**src/rtl/ir_carrier_pkg.sv**
```systemverilog
package ir_carrier_pkg;

    localparam int EXP_W      = 2;
    localparam int PRESC_DIV  = 4;
    localparam int MAX_RATIO  = 3 << ((1 << EXP_W) - 1);
    localparam int CNT_W      = $clog2(MAX_RATIO);

    typedef struct packed {
        logic             mul3;
        logic [EXP_W-1:0] exp;
        logic             third;
    } ratio_cfg_t;

endpackage

```
**src/rtl/ir_prescaler.sv**
```systemverilog
module ir_prescaler #(
    parameter int DIV = 4
) (
    input  logic clk,
    input  logic rst_n,
    input  logic run,
    output logic tick
);
    localparam int W = (DIV > 1) ? $clog2(DIV) : 1;

    typedef struct packed {
        logic [W-1:0] cnt;
    } presc_state_t;

    presc_state_t st_d, st_q;
    logic         last;

    always_comb begin
        st_d = st_q;
        last = (st_q.cnt == W'(DIV - 1));
        if (!run) begin
            st_d.cnt = '0;
        end else if (last) begin
            st_d.cnt = '0;
        end else begin
            st_d.cnt = st_q.cnt + W'(1);
        end
    end

    assign tick = run && last;

    always_ff @(posedge clk) begin
        if (!rst_n) begin
            st_q <= '0;
        end else begin
            st_q <= st_d;
        end
    end
endmodule

```
**src/rtl/ir_period_ctr.sv**
```systemverilog
module ir_period_ctr
    import ir_carrier_pkg::*;
(
    input  logic             clk,
    input  logic             rst_n,
    input  logic             run,
    input  logic             tick,
    input  ratio_cfg_t       cfg,
    output logic             phase_high,
    output logic [CNT_W-1:0] count
);
    typedef struct packed {
        logic [CNT_W-1:0] cnt;
    } per_state_t;

    per_state_t       st_d, st_q;
    logic [CNT_W-1:0] ratio;
    logic [CNT_W-1:0] high_len;
    logic [CNT_W-1:0] base;

    always_comb begin
        base  = CNT_W'(1) << cfg.exp;
        ratio = cfg.mul3 ? (base + (base << 1)) : (base << 1);

        if (!cfg.mul3) begin
            high_len = base;
        end else if (cfg.exp == '0) begin
            high_len = CNT_W'(1);
        end else if (cfg.third) begin
            high_len = base;
        end else begin
            high_len = base + (base >> 1);
        end
    end

    always_comb begin
        st_d = st_q;
        if (!run) begin
            st_d.cnt = '0;
        end else if (tick) begin
            if (st_q.cnt >= ratio - CNT_W'(1)) begin
                st_d.cnt = '0;
            end else begin
                st_d.cnt = st_q.cnt + CNT_W'(1);
            end
        end
    end

    assign phase_high = (st_q.cnt < high_len);
    assign count      = st_q.cnt;

    always_ff @(posedge clk) begin
        if (!rst_n) begin
            st_q <= '0;
        end else begin
            st_q <= st_d;
        end
    end
endmodule

```
**src/rtl/ir_carrier_gen.sv**
```systemverilog
module ir_carrier_gen
    import ir_carrier_pkg::*;
(
    input  logic             clk,
    input  logic             rst_n,
    input  logic             cfg_mul3,
    input  logic [EXP_W-1:0] cfg_exp,
    input  logic             cfg_third,
    input  logic             cfg_carrier_mode,
    input  logic             port_bit,
    output logic             carrier_out
);
    typedef struct packed {
        logic pin;
    } out_state_t;

    out_state_t       st_d, st_q;
    ratio_cfg_t       cfg;
    logic             run;
    logic             tick;
    logic             phase_high;
    logic [CNT_W-1:0] period_cnt;

    assign cfg = '{mul3: cfg_mul3, exp: cfg_exp, third: cfg_third};
    assign run = cfg_carrier_mode && !port_bit;

    ir_prescaler #(
        .DIV (PRESC_DIV)
    ) u_presc (
        .clk   (clk),
        .rst_n (rst_n),
        .run   (run),
        .tick  (tick)
    );

    ir_period_ctr u_period (
        .clk        (clk),
        .rst_n      (rst_n),
        .run        (run),
        .tick       (tick),
        .cfg        (cfg),
        .phase_high (phase_high),
        .count      (period_cnt)
    );

    always_comb begin
        st_d = st_q;
        if (cfg_carrier_mode) begin
            st_d.pin = run && phase_high;
        end else begin
            st_d.pin = port_bit;
        end
    end

    always_ff @(posedge clk) begin
        if (!rst_n) begin
            st_q <= '0;
        end else begin
            st_q <= st_d;
        end
    end

    assign carrier_out = st_q.pin;
endmodule

```
**config.mk**
```make
export PLATFORM = sky130hd
export DESIGN_NAME = ir_carrier_gen
export DESIGN_NICKNAME = d
export VERILOG_FILES = /design/src/rtl/ir_carrier_pkg.sv /design/src/rtl/ir_prescaler.sv /design/src/rtl/ir_period_ctr.sv /design/src/rtl/ir_carrier_gen.sv
export SDC_FILE = /design/constraint.sdc
export NUM_CORES = 1
export LEC_CHECK = 0
export ABC_AREA = 1
export CAP_MARGIN = 25
export CORE_UTILIZATION = 55
export DETAILED_ROUTE_END_ITERATION = 10
export DONT_BUFFER_PORTS = 1
export PLACE_DENSITY = 0.79
export SLEW_MARGIN = 30
export SYNTH_ARGS = -nofsm -noshare
export SYNTH_HDL_FRONTEND = slang
export SYNTH_HIERARCHICAL = 1
export SYNTH_SLANG_ARGS = --single-unit
```
**constraint.sdc**
```tcl
create_clock -name clk -period 2.3 [get_ports clk]
set_clock_uncertainty 0.1 [all_clocks]
set_input_delay 0.345 -clock clk [delete_from_list [all_inputs] [get_ports clk]]
set_output_delay 0.345 -clock clk [all_outputs]
set_load 0.1 [all_outputs]
```
# Word-level counts from Yosys, hierarchy flattened
# Cells that the tools add are included.
op_classes:
  muxes: 6
  bitwise: 2
  n_addsub: 5
  shifts: 1
  magnitude_cmp: 2
  n_eq_ne: 1
  n_reduce_logical: 7
op_table:
  columns: ["cell", "count"]
  rows:
  - ["$mux W5", 5]
  - ["$add A5 B1 Y5 const B", 1]
  - ["$add A5 B4 Y5", 1]
  - ["$add A5 B5 Y5", 1]
  - ["$ge A5 B5 Y1", 1]
  - ["$lt A5 B5 Y1", 1]
  - ["$shl A1 B2 Y5 const A", 1]
  - ["$sub A5 B1 Y5 const B", 1]
  - ["$logic_and A1 B1 Y1", 3]
  - ["$reduce_or A3 Y1", 1]
  - ["$add A2 B1 Y2 const B", 1]
  - ["$eq A2 B2 Y1 const B", 1]
  - ["$logic_not A2 Y1", 1]
  - ["$not A1 Y1", 2]
  - ["$reduce_and A2 Y1", 1]
  - ["$logic_not A1 Y1", 1]
  - ["$mux W1", 1]
totals:
  wordCells: 27
  ff_bits: 8
  out_inout_bits: 1
  inputBits: 8

# Depth between registers and ports, before layout
# Gate-level depths: netlist of run 1.
depth:
  word_depth: 8
  mapped_depth: 19
  depth_no_buf: 19

# Cells and area by module
# The synthesis of run 1 kept the hierarchy.
modules_own_cells:
  columns: ["mod", "cells_per_inst", "instances", "seq_area_each_um2", "area_each_um2"]
  rows:
  - ["ir_period_ctr", 113, 1, 100.1, 755.7]
  - ["ir_prescaler", 10, 1, 40.0, 85.1]
  - ["ir_carrier_gen", 8, 1, 20.0, 52.6]

# Worst setup path after synthesis of run 1
# No wires, ideal clock.
synth_path:
  path_kind: "in2reg"
  start: "input cfg_exp[0]"
  end: "register u_period.st_q (netlist bit u_period/count[0])"
  cell_stages: 17
  arrival_ps: 2043
  t_required_ps: 2084
  setup_ps: 116
  path_buffers: 0
  slack_ps: 41
  path_cell_list: "inv_1 ha_1 ha_1 nand3_1 nand3_2 nand2_2 nand2_1 nand2_1 nand2_1 ha_1 nand2_1 nor2_1 nand2_1 nand3_1 nand2_1 nand2_1 nor2_1"
synth_between:
  elab_chain_len: 6
synth_lines:
  columns: ["element", "line_no", "rtl"]
  rows:
  - ["start, declared", "ir_carrier_gen.sv:7", "input logic [EXP_W-1:0] cfg_exp,"]
  - ["$shl A1 B2 Y5 (*)", "ir_period_ctr.sv:22", "base = CNT_W'(1) << cfg.exp;"]
  - ["$add A5 B5 Y5", "ir_period_ctr.sv:23", "ratio = cfg.mul3 ? (base + (base << 1)) : (base << 1);"]
  - ["$mux W5 (*)", "ir_period_ctr.sv:23", null]
  - ["$sub A5 B1 Y5 (*)", "ir_period_ctr.sv:41", "if (st_q.cnt >= ratio - CNT_W'(1)) begin"]
  - ["$ge A5 B5 Y1 (*)", "ir_period_ctr.sv:41", null]
  - ["$mux W5 (*)", "ir_period_ctr.sv:41", null]
  - ["end signal, assigned", "ir_period_ctr.sv:56", "st_q <= st_d;"]
  - ["end, declared", "ir_period_ctr.sv:16", "per_state_t st_d, st_q;"]
# Every way passes the cells marked *; elsewhere a longest branch is shown, timed or not.
# A chain may end at the register's enable or synchronous reset.

# Final worst setup path of run 1
layout_path:
  start: "input cfg_exp[1]"
  end: "register st_q, in the netlist carrier_out"
layout_between:
  elab_chain_len: 8
  word_cells_on_any_way: 9
  classes_between: "add/sub: 1; order compare: 1; shift: 1; mux: 4; reduce/logical: 2"
layout_lines:
  columns: ["element", "line_no", "rtl"]
  rows:
  - ["$shl A1 B2 Y5", "ir_period_ctr.sv:22", null]
  - ["$add A5 B4 Y5", "ir_period_ctr.sv:32", "high_len = base + (base >> 1);"]
  - ["$mux W5", "ir_period_ctr.sv:29", "end else if (cfg.third) begin"]
  - ["$mux W5", "ir_period_ctr.sv:27", "end else if (cfg.exp == '0) begin"]
  - ["$mux W5 (*)", "ir_period_ctr.sv:25", "if (!cfg.mul3) begin"]
  - ["$lt A5 B5 Y1 (*)", "ir_period_ctr.sv:49", "assign phase_high = (st_q.cnt < high_len);"]
  - ["net phase_high", "ir_carrier_gen.sv:21", "logic phase_high;"]
  - ["$logic_and A1 B1 Y1 (*)", "ir_carrier_gen.sv:49", "st_d.pin = run && phase_high;"]
  - ["$mux W1 (*)", "ir_carrier_gen.sv:48", "if (cfg_carrier_mode) begin"]
  - ["end signal, assigned", "ir_carrier_gen.sv:59", "st_q <= st_d;"]
  - ["end, declared", "ir_carrier_gen.sv:17", "out_state_t st_d, st_q;"]
# The timed path passes the listed nets; every way through them passes the cells marked *.

==> results of run 1 <==
[logic make-up (layout without fill, tap and decap cells)]
logic type / Yosys count / count (layout) / share of synthesized area
AO/OA/AOI/OAI: 15 / 15 / 0.0882
XOR/XNOR: 4 / 4 / 0.0392
adder cells (fa/ha/maj): 19 / 19 / 0.266
buffers and inverters: 25 / 33 / 0.118
flip-flops: 8 / 8 / 0.179
multiplexers: 1 / 1 / 0.0112
AND/OR/NAND/NOR: 59 / 59 / 0.298
[power groups by stage]
| stage | sequential, uW | clock [uW] | combinational (uW) |
|---|---|---|---|
| 6_report | 142 | 109 | 123 |
| 4_1_cts | 142 | 109 | 100 |
| 5_1_grt | 142 | 115 | 137 |
| 3_3_place_gp | 144 | 0 | 96.2 |
| 2_1_floorplan | 153 | 0 | 73.0 |
| 3_5_place_dp | 145 | 0 | 99.5 |
[metrics by stage]
step           worst slack, ps  TNS (ps)
2_1_floorplan             41.0         0
3_3_place_gp             -69.8      -373
3_5_place_dp              -112      -597
4_1_cts                    132         0
5_1_grt                   -108      -413
6_report                  61.9         0
[cells in the mapped netlist, drive strengths merged]
cell type | instances | share of area
ha | 19 | 0.27
xnor2 | 2 | 0.020
inv | 23 | 0.097
a21oi | 7 | 0.043
xor2 | 2 | 0.020
nor2 | 15 | 0.066
buf | 2 | 0.021
nand2 | 34 | 0.16
nand3 | 6 | 0.045
mux2i | 1 | 0.011
o21ai | 8 | 0.045
nand4 | 2 | 0.014
dfxtp | 8 | 0.18
nand3b | 2 | 0.017
[registers in the layout (all words and copies together), names as in the netlist]
| signal | flops |
|---|---|
| u_presc/st_q | 2 |
| u_period/count | 5 |
| carrier_out | 1 |
[worst max-delay path: cells and delay by family]
| kind | cells | cell delay, ps |
|---|---|---|
| adders and majority gates | 3 | 720 |
| AOI/OAI and AO/OA | 5 | 560 |
| and+or+nand+nor | 4 | 460 |
| buffers and inverters | 2 | 250 |
[routing by layer]
layer  wire, um  track usage
met1        879        0.301
met4         38       0.0563
met3        104       0.0647
met5          0            0
met2       1140        0.335
[worst max path at each step]
stage,start,endpoint,slack [ps],cells past startpoint
final,cfg_exp[1],carrier_out,60,14
after floorplan,cfg_exp[0],u_period/count[0],40,17
after CTS,cfg_exp[0],u_period/count[3],130,17
after detailed placement,cfg_exp[0],u_period/count[4],-110,17
after global routing,cfg_exp[1],carrier_out,-110,14
after global placement,cfg_exp[0],u_period/count[3],-70,17
[timing repair]
item	CTS	global route
hold buffers	0	0
resized for setup	0	19
setup endpoints to repair	0	6
setup buffers	0	1
[final cells by class]
| type | count | area (um^2) | area share |
|---|---|---|---|
| Tap cell | 16 | 20.0 | 0.0189 |
| Multi-Input combinational cell | 98 | 713 | 0.674 |
| Clock buffer | 3 | 22.5 | 0.0213 |
| Timing Repair Buffer | 7 | 52.6 | 0.0496 |
| Sequential cell | 8 | 160 | 0.151 |
| Inverter | 23 | 90.1 | 0.0851 |
==> metrics.txt, run 1 <==
Starting Density=0.593; clock-pin slew on the worst setup and hold paths=60 ps; GR Util All Layers=0.219; net switching fraction of the power=0.328; proportion of layout cells with a drive suffix above 1=0.237; cell at the slowest stage of the critical path=sky130_fd_sc_hd__ha_1; Internal Pwr Total=251 uW; result of the run=completed; worst slew slack as a fraction of its limit=0.802; sequential fraction of the synthesis area=0.179; Syn Area/Cell=6.82 um^2; Die Area=1790 um^2; routed wire length per instance=13.9 um; required time of the critical path=2400 ps; clock insertion delay at the later pin of the skew report=250 ps; cells along the critical path=inv_1 > ha_2 > ha_2 > nand2_2 > nand2_2 > buf_4 > a21oi_1 > nand3b_1 > ha_1 > a21oi_1 > o21ai_0 > a21oi_1 > nand3_1 > a21oi_2; #FFs+latches synth=8; number of different library cells in the post-synthesis netlist=20; WP data arrival=2330 ps; maximum number of buffers from clock root to sink=2; buffer cell driving the clock tree root=sky130_fd_sc_hd__clkbuf_4; Clock Sinks=8; clock network fraction of total power=0.291; cell area after placement=940 um^2; number of I/O pins=9; number of max-slew violations in the final report=0; worst r2r dst=carrier_out; most frequent cell on the critical path=sky130_fd_sc_hd__a21oi_1; Horiz. Die Dim=42.3 um; Lkg Pwr=0.000533 uW; upper clock frequency limit=447 MHz; r2r worst-path depth=6; count of routing violations after the opening detailed-route iteration=20; total power per unit cell area=353 nW/um^2; Seq pwr share=0.380; FF-to-FF Start=u_period/count[2]; routability congestion estimate from global placement=0.895; hold violation count in the final report=0; stage delay of the slowest cell on the critical path=300 ps; number of cell rows=14; setup slack of the most critical reg-to-reg path=830 ps; start-to-end type of the worst setup path=in2reg; nets in the synthesized netlist=158; H-tree depth=1; Num CTS Buffers=3; worst hold path cell count=2; post-layout total power=373 uW; Worst Setup Start Kind=input pin; GRT overflow=0; terminating pin of the worst hold path=carrier_out; total detailed-routing wirelength=2.16 mm; die outline height=42.3 um; diode count=0; most common library cell in the layout ignoring fill and taps=sky130_fd_sc_hd__nand2_1; YS warnings=6; number of setup violations in the final report=0; worst vdd rail ir drop=452 uV; final core area utilization=0.703; mapped cell area=893 um^2; Post-Layout Cell Count=155; worst-path maximum fanout=5; largest net degree at the start of global routing=12; # fillers=110; core box area=1510 um^2; CTS tree=built; number of antenna-violating nets in the routed design=0; Synth-to-Final Area Change=18.5%; highest-count cells in the layout ignoring fill and taps=23 x sky130_fd_sc_hd__nand2_1, 22 x sky130_fd_sc_hd__inv_1, 14 x sky130_fd_sc_hd__nor2_1, 14 x sky130_fd_sc_hd__ha_1, 9 x sky130_fd_sc_hd__nand2_2; number of antenna violations at the first check in global routing=0; cell area after layout=1060 um^2; crit end category=flop; cell count after synthesis=131; first-pass GRT wire length=3.02 mm; final critical-path share of the clock period=0.973; post-detailed-route DRC marker count=0; number of cells in the design after placement=151; beginning of the worst hold path=rst_n; reported net switching power=123 uW; combinational cell fraction of total power=0.330; DRT Pass-1 Iters=4; vias after detailed routing=850; vias per inst=5.48; quantity of I/O buffers inserted on ports=0; number of nets in the finished design=168; fin crit period=2240 ps; placed wire-length estimate=1.33 mm; total of max-cap violations=0; slew of the pin with the lowest slew margin=294 ps; minimum hold slack=107 ps; number of global-route vias before repair=759; worst hold-check path type=in2reg
Power figures use the tool's default switching activity.
==> run 2: changes to the inputs <==
--- a/config.mk
+++ b/config.mk
@@ -13,2 +13,3 @@
 export PLACE_DENSITY = 0.79
+export REMOVE_ABC_BUFFERS = 1
 export SLEW_MARGIN = 30
--- a/constraint.sdc
+++ b/constraint.sdc
@@ -4,2 +4,2 @@
 set_output_delay 0.345 -clock clk [all_outputs]
-set_load 0.1 [all_outputs]
+set_load 0.02 [all_outputs]
==> run 2 against run 1 <==
  * Routed wire length decreased by 18%
  * Critical path depth grew 5
  * Hold slack better by 2.1 ps
  * Maximum frequency up 4.6%
  * Sequential power about the same
  * Sequential cell count unchanged
  * Clock power about the same
  * Combinational power down 20%
  * Utilization is 4.9 points lower
  * Die area stayed put
  * Global-route usage down 0.25 points
==> metrics.txt, run 2 (synthesized netlist as in run 1, its figures left out) <==
Clock Sinks=8 (unchanged); quantity of I/O buffers inserted on ports=0 (unchanged); start-to-end type of the worst setup path=in2reg; global routing's busiest layer=met2; beginning of the worst hold path=rst_n; worst hold path cell count=2 (unchanged); WP data arrival=2190 ps (-140 ps); number of antenna-violating nets in the routed design=0 (unchanged); highest-count cells in the layout ignoring fill and taps=28 x sky130_fd_sc_hd__nand2_1, 23 x sky130_fd_sc_hd__inv_1, 15 x sky130_fd_sc_hd__ha_1; final critical-path share of the clock period=0.930 (-0.0431); Num CTS Buffers=3 (unchanged); post-detailed-route DRC marker count=0 (unchanged); number of setup violations in the final report=0 (unchanged); r2r worst-path depth=8 (+2); FF-to-FF Start=u_period/count[2]; most common library cell in the layout ignoring fill and taps=sky130_fd_sc_hd__nand2_1; count of routing violations after the opening detailed-route iteration=25 (+25%); minimum hold slack=109 ps (+2.11 ps); CTS tree=built; critical path depth=19 (+5); GR Util All Layers=0.217 (-0.00248); Lkg Pwr=0.000515 uW (-3.3%); Worst Setup Start Kind=input pin; placed wire-length estimate=1.37 mm (+2.4%); Die Area=1790 um^2 (unchanged); maximum number of buffers from clock root to sink=2 (unchanged); DRT Pass-1 Iters=4 (unchanged); Synth-to-Final Area Change=10.2%; total detailed-routing wirelength=1.78 mm (-18%); routed wire length per instance=11.5 um (-17%); pre-CTS setup slack=-167 ps (-55.2 ps); worst slew slack as a fraction of its limit=0.848 (+0.0467); met2 routing resource usage after global routing=0.354 (+0.0185); fin crit period=2140 ps (-99.1 ps); sequential cell area in the final layout=160 um^2 (unchanged); worst path setup slack after routing=161 ps (+99.1 ps); result of the run=completed; die outline height=42.3 um (unchanged); cell family contributing the most delay on the critical path=simple AND/OR/NAND/NOR gates; slew of the pin with the lowest slew margin=225 ps (-69.4 ps); hold violation count in the final report=0 (unchanged); required time of the critical path=2350 ps (-50 ps); cells along the critical path=inv_1 > ha_2 > ha_1 > nand2_1 > nand2_1 > nand2_1 > nand3_2 > nand2_2 > nand2_1 > nand2_1 > nand2_1 > ha_1 > nand2_1 > nor2_1 > nand2_1 > nand3_1 > nand2_1 > nand2_2 > nor2_1; clock insertion delay at the later pin of the skew report=250 ps (about the same); core box area=1510 um^2 (unchanged); GRT overflow=0 (unchanged); number of cell rows=14 (unchanged); post-CTS setup repair buffer count=0 (unchanged); stage delay of the slowest cell on the critical path=290 ps (about the same); buffer cell driving the clock tree root=sky130_fd_sc_hd__clkbuf_4; number of I/O pins=9 (unchanged); most frequent cell on the critical path=sky130_fd_sc_hd__nand2_1; diode count=0 (unchanged); proportion of layout cells with a drive suffix above 1=0.167 (-0.0707); Horiz. Die Dim=42.3 um (unchanged); crit end category=flop; number of max-slew violations in the final report=0 (unchanged); worst hold-check path type=in2reg; number of nets in the finished design=167 (-0.60%); vias after detailed routing=809 (-4.8%); Starting Density=0.593 (unchanged); clock-pin slew on the worst setup and hold paths=50 ps (about the same); worst-path maximum fanout=5 (unchanged); H-tree depth=1 (unchanged); start point of the critical path=cfg_exp[1]; upper clock frequency limit=467 MHz (+4.6%); number of antenna violations at the first check in global routing=0 (unchanged); first-pass GRT wire length=2.96 mm (-1.8%); vias per inst=5.25 (-4.2%); number of global-route vias before repair=761 (+0.26%); Buffers & Inverters on Critical Path=1 (-1); number of flip-flops under the largest register name=5 (unchanged); # fillers=139 (+26%); total power per unit cell area=353 nW/um^2 (+0.17%); routing usage on met3=0.0948 (+0.0302); total of max-cap violations=0 (unchanged); largest net degree at the start of global routing=12 (unchanged); worst vdd rail ir drop=401 uV (-11%); global routing met1 resource utilization=0.261 (-0.0392); setup slack of the most critical reg-to-reg path=830 ps (about the same); routability congestion estimate from global placement=0.861 (-3.8%); area of the multi-input gates=651 um^2 (-8.8%); cell at the slowest stage of the critical path=sky130_fd_sc_hd__ha_1; hold buffer count at CTS=0 (unchanged)
run 2: cell count changes in the layout (fill, tap and decap cells not counted), sizes merged:
| cell | previous run | this run |
|---|---|---|
| clkinvlp | 1 | 0 |
| buf | 7 | 6 |
| inv | 22 | 23 |
run 2: worst paths after layout:
kind | endpoint
max reg2reg | u_period/count[3]
min reg2reg | u_presc/st_q[0]
max | u_period/count[3]
min | carrier_out
run 2: stage by stage:
stage               cell area, um^2  utilization  power [uW]  TNS (ps)  cells
CTS                             962        0.639         346         0    154
detailed placement              940        0.624         237      -881    151
global placement                940        0.624         234      -112    151
global route                    985        0.654         371     -1.04    154
finish                          985        0.654         348         0    154
floorplan                       875            -         215         0    129
run 2: layer usage:
metal  part of all wire  vias to the layer above
met5                  0                        -
met4                  0                        0
met3              0.066                        0
met2               0.48                       27
met1               0.45                      353
li1                   -                      429
run 2: report_power, final:
group	internal [uW]	total (uW)	switching [uW]	leakage [uW]
sequential	141	143	2.54	0.0000648
clock	59.6	106	46.5	0.0000138
combinational	42.1	98.4	56.3	0.000437
run 2: what timing repair did:
item,in CTS,in global routing
resized for setup,0,5
hold endpoints to repair,0,0
endpoints found under the setup margin,0,5
run 2: layout make-up:
class | count | area share
clock buffers | 3 | 0.0229
inverters | 23 | 0.0877
flip-flops and latches | 8 | 0.163
repair buffers | 6 | 0.0457
multi-input cells | 98 | 0.661
well taps | 16 | 0.0203
==> run 3: changes to the inputs <==
CTS_CLUSTER_DIAMETER = 200   (was unset)
==> results of run 3 <==
Final layout, timing and power as in run 2 (identical DEF).
